--- config.mk ---
export PLATFORM = sky130hd
export DESIGN_NAME = flag_alu
export DESIGN_NICKNAME = d
export VERILOG_FILES = /design/src/rtl/flag_alu_pkg.sv /design/src/rtl/flag_alu_arith.sv /design/src/rtl/flag_alu_logic.sv /design/src/rtl/flag_alu_unary.sv /design/src/rtl/flag_alu.sv
export SDC_FILE = /design/constraint.sdc
export NUM_CORES = 1
export LEC_CHECK = 0
export BUFFER_PORTS_ARGS = -buffer_cell sky130_fd_sc_hd__clkbuf_2
export CAP_MARGIN = 20
export CORE_MARGIN = 3
export CORE_UTILIZATION = 55
export CTS_CLUSTER_DIAMETER = 150
export DETAILED_ROUTE_END_ITERATION = 6
export PLACE_DENSITY = 0.78
export SYNTH_ARGS = -nofsm -noshare
export SYNTH_HDL_FRONTEND = slang
export SYNTH_HIERARCHICAL = 1
export SYNTH_SLANG_ARGS = --single-unit
--- constraint.sdc ---
create_clock -name clk -period 5 [get_ports clk]
set_input_delay 0.5 -clock clk [delete_from_list [all_inputs] [get_ports clk]]
set_output_delay 0.5 -clock clk [all_outputs]
set_load 0.02 [all_outputs]
--- src/rtl/flag_alu_pkg.sv ---
package flag_alu_pkg;

  localparam int OP_W = 4;

  typedef enum logic [OP_W-1:0] {
    OP_ADD = 4'd0,
    OP_SUB = 4'd1,
    OP_CMP = 4'd2,
    OP_AND = 4'd3,
    OP_OR  = 4'd4,
    OP_XOR = 4'd5,
    OP_BIT = 4'd6,
    OP_SHL = 4'd7,
    OP_SHR = 4'd8,
    OP_RL  = 4'd9,
    OP_RR  = 4'd10,
    OP_INC = 4'd11,
    OP_DEC = 4'd12,
    OP_LD  = 4'd13,
    OP_RS0 = 4'd14,
    OP_RS1 = 4'd15
  } alu_op_e;

  typedef struct packed {
    logic n;
    logic v;
    logic z;
    logic c;
  } alu_flags_t;

  // Which flags an operation is allowed to write.
  function automatic alu_flags_t upd_mask(alu_op_e op);
    alu_flags_t m;
    m = '0;
    unique case (op)
      OP_ADD, OP_SUB:                 m = '{n: 1'b1, v: 1'b1, z: 1'b1, c: 1'b1};
      OP_CMP, OP_SHL, OP_SHR,
      OP_RL, OP_RR:                   m = '{n: 1'b1, v: 1'b0, z: 1'b1, c: 1'b1};
      OP_AND, OP_OR, OP_XOR,
      OP_LD, OP_INC, OP_DEC:          m = '{n: 1'b1, v: 1'b0, z: 1'b1, c: 1'b0};
      OP_BIT:                         m = '{n: 1'b1, v: 1'b1, z: 1'b1, c: 1'b0};
      default:                        m = '0;
    endcase
    return m;
  endfunction

endpackage

--- src/rtl/flag_alu_arith.sv ---
module flag_alu_arith
  import flag_alu_pkg::*;
#(
  parameter int WIDTH = 8
) (
  input  alu_op_e            op,
  input  logic [WIDTH-1:0]   a,
  input  logic [WIDTH-1:0]   b,
  input  logic               cin,
  output logic [WIDTH-1:0]   res,
  output alu_flags_t         fl
);

  localparam int MSB = WIDTH - 1;

  logic [WIDTH-1:0] b_eff;
  logic             c_eff;
  logic [WIDTH:0]   sum;

  // Subtract and compare add the inverted operand; compare ignores the carry.
  always_comb begin
    b_eff = (op == OP_ADD) ? b : ~b;
    c_eff = (op == OP_CMP) ? 1'b1 : cin;
    sum   = {1'b0, a} + {1'b0, b_eff} + {{WIDTH{1'b0}}, c_eff};
  end

  always_comb begin
    res  = sum[MSB:0];
    fl.c = sum[WIDTH];
    fl.n = sum[MSB];
    fl.z = (sum[MSB:0] == '0);
    fl.v = (a[MSB] == b_eff[MSB]) && (sum[MSB] != a[MSB]);
  end

endmodule

--- src/rtl/flag_alu_logic.sv ---
module flag_alu_logic
  import flag_alu_pkg::*;
#(
  parameter int WIDTH = 8
) (
  input  alu_op_e            op,
  input  logic [WIDTH-1:0]   a,
  input  logic [WIDTH-1:0]   b,
  output logic [WIDTH-1:0]   res,
  output alu_flags_t         fl
);

  localparam int MSB = WIDTH - 1;

  logic [WIDTH-1:0] conj;

  always_comb begin
    conj = a & b;
    unique case (op)
      OP_OR:   res = a | b;
      OP_XOR:  res = a ^ b;
      OP_LD:   res = b;
      OP_BIT:  res = a;
      default: res = conj;
    endcase
  end

  always_comb begin
    fl.c = 1'b0;
    if (op == OP_BIT) begin
      // Top operand bits go straight to N and V; Z comes from the masked test.
      fl.n = b[MSB];
      fl.v = b[MSB-1];
      fl.z = (conj == '0);
    end else begin
      fl.n = res[MSB];
      fl.v = 1'b0;
      fl.z = (res == '0);
    end
  end

endmodule

--- src/rtl/flag_alu_unary.sv ---
module flag_alu_unary
  import flag_alu_pkg::*;
#(
  parameter int WIDTH = 8
) (
  input  alu_op_e            op,
  input  logic [WIDTH-1:0]   a,
  input  logic               cin,
  output logic [WIDTH-1:0]   res,
  output alu_flags_t         fl
);

  localparam int MSB = WIDTH - 1;

  always_comb begin
    res  = a;
    fl.c = cin;
    unique case (op)
      OP_SHL: begin res = {a[MSB-1:0], 1'b0}; fl.c = a[MSB]; end
      OP_SHR: begin res = {1'b0, a[MSB:1]};   fl.c = a[0];   end
      OP_RL:  begin res = {a[MSB-1:0], cin};  fl.c = a[MSB]; end
      OP_RR:  begin res = {cin, a[MSB:1]};    fl.c = a[0];   end
      OP_INC: res = a + {{(WIDTH-1){1'b0}}, 1'b1};
      OP_DEC: res = a - {{(WIDTH-1){1'b0}}, 1'b1};
      default: res = a;
    endcase
    fl.n = res[MSB];
    fl.z = (res == '0);
    fl.v = 1'b0;
  end

endmodule

--- src/rtl/flag_alu.sv ---
module flag_alu
  import flag_alu_pkg::*;
#(
  parameter int WIDTH = 8
) (
  input  logic              clk,
  input  logic              rst_n,
  input  logic [OP_W-1:0]   op_i,
  input  logic [WIDTH-1:0]  reg_i,
  input  logic [WIDTH-1:0]  mem_i,
  input  logic              load_i,
  output logic [WIDTH-1:0]  res_o,
  output logic              we_o,
  output logic [3:0]        flags_o
);

  alu_op_e          op;
  alu_flags_t       flags_q, flags_d, fl_new, mask;
  alu_flags_t       fl_ar, fl_lg, fl_un;
  logic [WIDTH-1:0] res_ar, res_lg, res_un;

  assign op = alu_op_e'(op_i);

  flag_alu_arith #(.WIDTH(WIDTH)) u_arith (
    .op(op), .a(reg_i), .b(mem_i), .cin(flags_q.c), .res(res_ar), .fl(fl_ar)
  );

  flag_alu_logic #(.WIDTH(WIDTH)) u_logic (
    .op(op), .a(reg_i), .b(mem_i), .res(res_lg), .fl(fl_lg)
  );

  flag_alu_unary #(.WIDTH(WIDTH)) u_unary (
    .op(op), .a(reg_i), .cin(flags_q.c), .res(res_un), .fl(fl_un)
  );

  // Result and write steering per operation group.
  always_comb begin
    res_o  = reg_i;
    we_o   = 1'b0;
    fl_new = flags_q;
    unique case (op)
      OP_ADD, OP_SUB: begin res_o = res_ar; we_o = 1'b1; fl_new = fl_ar; end
      OP_CMP:         begin fl_new = fl_ar; end
      OP_AND, OP_OR, OP_XOR, OP_LD:
                      begin res_o = res_lg; we_o = 1'b1; fl_new = fl_lg; end
      OP_BIT:         begin fl_new = fl_lg; end
      OP_SHL, OP_SHR, OP_RL, OP_RR, OP_INC, OP_DEC:
                      begin res_o = res_un; we_o = 1'b1; fl_new = fl_un; end
      default:        begin res_o = reg_i; we_o = 1'b0; end
    endcase
  end

  // Flag next state: load enable, then per-flag mask.
  always_comb begin
    mask    = upd_mask(op);
    flags_d = flags_q;
    if (load_i) begin
      if (mask.n) flags_d.n = fl_new.n;
      if (mask.v) flags_d.v = fl_new.v;
      if (mask.z) flags_d.z = fl_new.z;
      if (mask.c) flags_d.c = fl_new.c;
    end
  end

  always_ff @(posedge clk or negedge rst_n) begin
    if (!rst_n) flags_q <= '0;
    else        flags_q <= flags_d;
  end

  assign flags_o = flags_q;

endmodule

# [After elaboration in Yosys (flattened, before gate mapping)]
# Memory sizes are Yosys's and may differ from the RTL's.
# Index checks and enable logic that the tools add are counted.
[totals] reg_bits=4 rom_bits=64 input_bits=23 output_inout_bits=13 wordCells=57 n_memories=1
[memory_table] name="(name not given)" words=16 word_bits=4 rd=1 rd_clocked_by_memory_dff=0 wr=0 line="flag_alu_pkg.sv:35" text="unique case (op)"
[op_classes] add_sub_neg=4 eq_ne=16 n_mux=9 bitwise_logic=4 n_reduce_logical=19
[ops] cell="one-hot mux 8 bit (6 select lines)" n=1
[ops] cell="zero test 8 bit" n=4
[ops] cell="one-hot mux 8 bit (4 select lines)" n=1
[ops] cell="equality test 4 bit, second input constant" n=6
[ops] cell="one-hot mux 8 bit (3 select lines)" n=1
[ops] cell="equality test 4 x 3 -> 1 bit, second input constant" n=4
[ops] cell="one-hot mux 4 bit (3 select lines)" n=1
[ops] cell="OR reduction 12 bit" n=1
[ops] cell="adder 8 x 8 -> 9 bit" n=1
[ops] cell="adder 9 x 1 -> 9 bit" n=1
[ops] cell="AND reduction 3 bit" n=3
[ops] cell="adder 8 x 1 -> 8 bit, second input constant" n=1
[ops] cell="bitwise AND 8 bit" n=1
[ops] cell="equality test 4 x 2 -> 1 bit, second input constant" n=2
[ops] cell="two-way mux 8 bit" n=1
[ops] cell="NOT 8 bit" n=1
[ops] cell="bitwise OR 8 bit" n=1
[ops] cell="subtractor 8 x 1 -> 8 bit, second input constant" n=1
[ops] cell="bitwise XOR 8 bit" n=1
[ops] cell="OR reduction 2 bit" n=3
[ops] cell="OR reduction 6 bit" n=1
[ops] cell="OR reduction 5 bit" n=1
[ops] cell="equality test 4 x 1 -> 1 bit, second input constant" n=1
[ops] cell="zero test 4 bit" n=1
[ops] cell="11 further kinds" n=12

# [Depth between registers and ports, before layout]
[logic_depth] word_depth=7 depth_mapped=14 depth_no_buf=13

# [Cells and area by module]
# Netlist, hierarchy kept.
[modules_own_cells] module="flag_alu_unary" n_inst=1 cells_each=130 area_per_inst_um2=859.6 seq_area_each_um2=0.0
[modules_own_cells] module="flag_alu" n_inst=1 cells_each=107 area_per_inst_um2=833.3 seq_area_each_um2=100.1
[modules_own_cells] module="flag_alu_logic" n_inst=1 cells_each=122 area_per_inst_um2=802.0 seq_area_each_um2=0.0
[modules_own_cells] module="flag_alu_arith" n_inst=1 cells_each=72 area_per_inst_um2=546.8 seq_area_each_um2=0.0

# [Worst setup path before layout]
# Ideal clock, no wire load.
[synth_path] kind="input port to output port" startpoint="input port op_i[1]" endpoint="output port res_o[7]" arrival_time_ps=3406 required_ps=4500 slack_ps=1094 stages=11 n_path_buf=1 path_cell_list="nor4_2 > xnor2_1 > ha_1 > a21o_1 > a31o_1 > a221o_1 > a211o_1 > buf_4 > o22a_1 > o21ai_0 > o2bb2ai_1"
[synth_rtl] element="start: declaration" line="flag_alu.sv:8" text="input logic [OP_W-1:0] op_i,"
[synth_rtl] element="end: declaration" line="flag_alu.sv:12" text="output logic [WIDTH-1:0] res_o,"

# [Final worst setup path]
[layout_path] startpoint="input port op_i[2]" endpoint="output port res_o[6]"
[layout_via] elab_chain_len=5 word_cells_on_any_way=24 cone_classes="add/sub: 2; eq/ne: 13; mux: 5; reduce/logical: 4"
[layout_rtl] element="zero test 4 bit" line="flag_alu_arith.sv:22" text="b_eff = (op == OP_ADD) ? b : ~b;"
[layout_rtl] element="two-way mux 8 bit" line="flag_alu_arith.sv:22"
[layout_rtl] element="adder 8 x 8 -> 9 bit" line="flag_alu_arith.sv:24" text="sum = {1'b0, a} + {1'b0, b_eff} + {{WIDTH{1'b0}}, c_eff};"
[layout_rtl] element="adder 9 x 1 -> 9 bit *" line="flag_alu_arith.sv:24"
[layout_rtl] element="net res_ar[6]" line="flag_alu.sv:20" text="logic [WIDTH-1:0] res_ar, res_lg, res_un;"
[layout_rtl] element="one-hot mux 8 bit (3 select lines) *" line="flag_alu.sv:41" text="unique case (op)"
# The timed path passes the listed nets; every way through them passes the cells marked *.

==> summary.md <==
| Metric | Value |
|---|---|
| Status | `completed` |
| Starting Density | `0.5822` |
| HPWL after detailed placement | `6847 um` |
| CP startpoint | `op_i[2]` |
| Reg2reg start | `flags_o[0]$_DFFE_PN0P_` |
| 1st-iter DRT viols | `492` |
| Vias in the first global route | `3213` |
| Commonest cells after routing, fill and taps aside | `o21ai_0, inv_1, clkbuf_2` |
| Peak Freq | `249.4 MHz` |
| Detailed Routing Iterations Pass 1 | `5` |
| Ports | `36` |
| Setup tns final | `0 ps` |
| RSZ-0062 raised after global routing | `false` |
| CTS resizes | `0` |
| Clk_skew | `0.3344 ps` |
| Clock Sinks | `4` |
| Clock Pin Slew Worst Setup and Hold Paths | `30 ps` |
| Total Routing Usage GR | `0.2938` |
| ANT nets after route | `0` |
| Startpoint Class | `input pin` |
| Initial antenna violation count | `0` |
| Met3 WL post-DR | `696 um` |
| Vias post-DR | `3552` |
| Setup crit end kind | `primary output` |
| WL/cell | `18.62 um` |
| Worst VDD drop | `around 71 uV` |
| Final core utilization | `0.6200` |
| H-tree depth | `1` |
| Die height | `about 80 um` |
| Leakage | `approximately 1.4 nW` |
| First-pass GRT wire length | `15390 um` |
| Max FO, Critical Path | `22` |
| N_diodes | `0` |
| Least-Margin Pin Slew | `736.8 ps` |
| Clock Tree Buf Depth | `2` |
| # rows | `26` |
| Cell Pwr Density | `154.4 nW/um^2` |
| Max Slew Vio Count | `0` |
| Drt drc | `0` |
| Hold_buf cts | `0` |
| Final Hold Fails | `0` |
| DRT Wirelength | `roughly 9600 um` |
| Total power | `around 0.5 mW` |
| Insertion delay to the later sink of the worst-skew pair | `230 ps` |
| Min Hold Slack | `74.04 ps` |
| Period minus WS final | `around 4000 ps` |
| Warnings from Yosys | `6` |
| Fillers | `497` |
| CP arrival | `between 3000 and 4000 ps` |
| DR vias/cell | `around 6.9` |
| Largest net degree at the start of global routing | `44` |
| Mapped Cells | `429` |
| Most common cell after layout, fill and taps aside | `o21ai_0` |
| CTS tree | `done` |
| CTS root buffer | `clkbuf_8` |
| Die area | `6437 sq um` |
| M1 wire length | `4203 um` |
| GRT overflow | `0` |
| Total setup buffers inserted after CTS | `0` |
| Gpl congestion | `0.8875` |
| Maxcap violations | `0` |
| Req. time, crit path | `4500 ps` |
| Mapped cell area | `3030 sq um` |
| Buffers added on ports | `35` |
| Max FFs per register | `4` |
| Mean Syn Cell Area | `7.064 sq um` |
| Layout cells sized above 1 | `0.1588` |
| Layout area overhead | `6.482%` |
| FF-to-FF setup slack | `2150 ps` |
| Die W | `80.23 um` |
| Metal2 WL | `4532 um` |
| Worst Hold Class | `in2async` |
| CTS Buf Count | `3` |
| Top Metal Used | `met4` |
| Final setup violation count | `0` |
| Setup CP Type | `in2out` |
| Core Area | `roughly 5200 sq um` |
| Syn_nets | `480` |
| # nets final | `500` |
| Headroom to the max-slew limit | `0.5046` |
| Final Cycle Share | `0.8019` |
[power breakdown]
| part | leakage (nW) | internal, mW | switching (mW) |
|---|---|---|---|
| registers | 0.0459 | 0.0387 | 0.00880 |
| clock network | 0.0216 | 0.0518 | 0.0226 |
| logic | 1.29 | 0.144 | 0.233 |
| total | 1.36 | 0.234 | 0.264 |
[critical path, stage by stage]
cell	delay (ps)
clkbuf_2	260
buf_4	300
nor3_1	170
a21oi_1	120
fa_1	450
fa_1	430
nor2b_1	170
o31a_1	160
nor3_1	50
nor2_1	210
o22a_1	180
o21ai_0	70
o2bb2ai_1	220
clkbuf_2	210
[final cells by class]
cell class              count  area (sq um)  area share
multi-input cells         360          2620      0.8119
repair buffers             44         242.7     0.07522
inverters                  36         135.1     0.04188
flip-flops and latches      4         100.1     0.03102
well taps                  70         87.58     0.02714
clock buffers               3         41.29     0.01280
[metrics by stage]
step | worst slack, ps | area [sq um] | instances
after global routing | 775.7 | 3227 | 517
after global placement | 1073 | 3186 | 514
final | 990.6 | 3227 | 517
after CTS | 1076 | 3227 | 517
after floorplan | 1094 | 3030 | 429
after detailed placement | 1014 | 3186 | 514
[layer usage]
layer | GRT usage | up-vias
li1 | - | 1673
met1 | 0.3999 | 1643
met2 | 0.4851 | 212
met3 | 0.02354 | 24
met4 | 0.09797 | 0
met5 | 0 | -
[path summary, 6_finish.rpt]
path                                           to  cells after the start
min in group clk           flags_o[1]$_DFFE_PN0P_                      2
setup reg to reg           flags_o[1]$_DFFE_PN0P_                     10
hold / removal             flags_o[2]$_DFFE_PN0P_                      1
setup / recovery                         res_o[6]                     14
max in group asynchronous  flags_o[0]$_DFFE_PN0P_                      1
hold reg to reg            flags_o[1]$_DFFE_PN0P_                      2
Power figures use the tool's default switching activity.
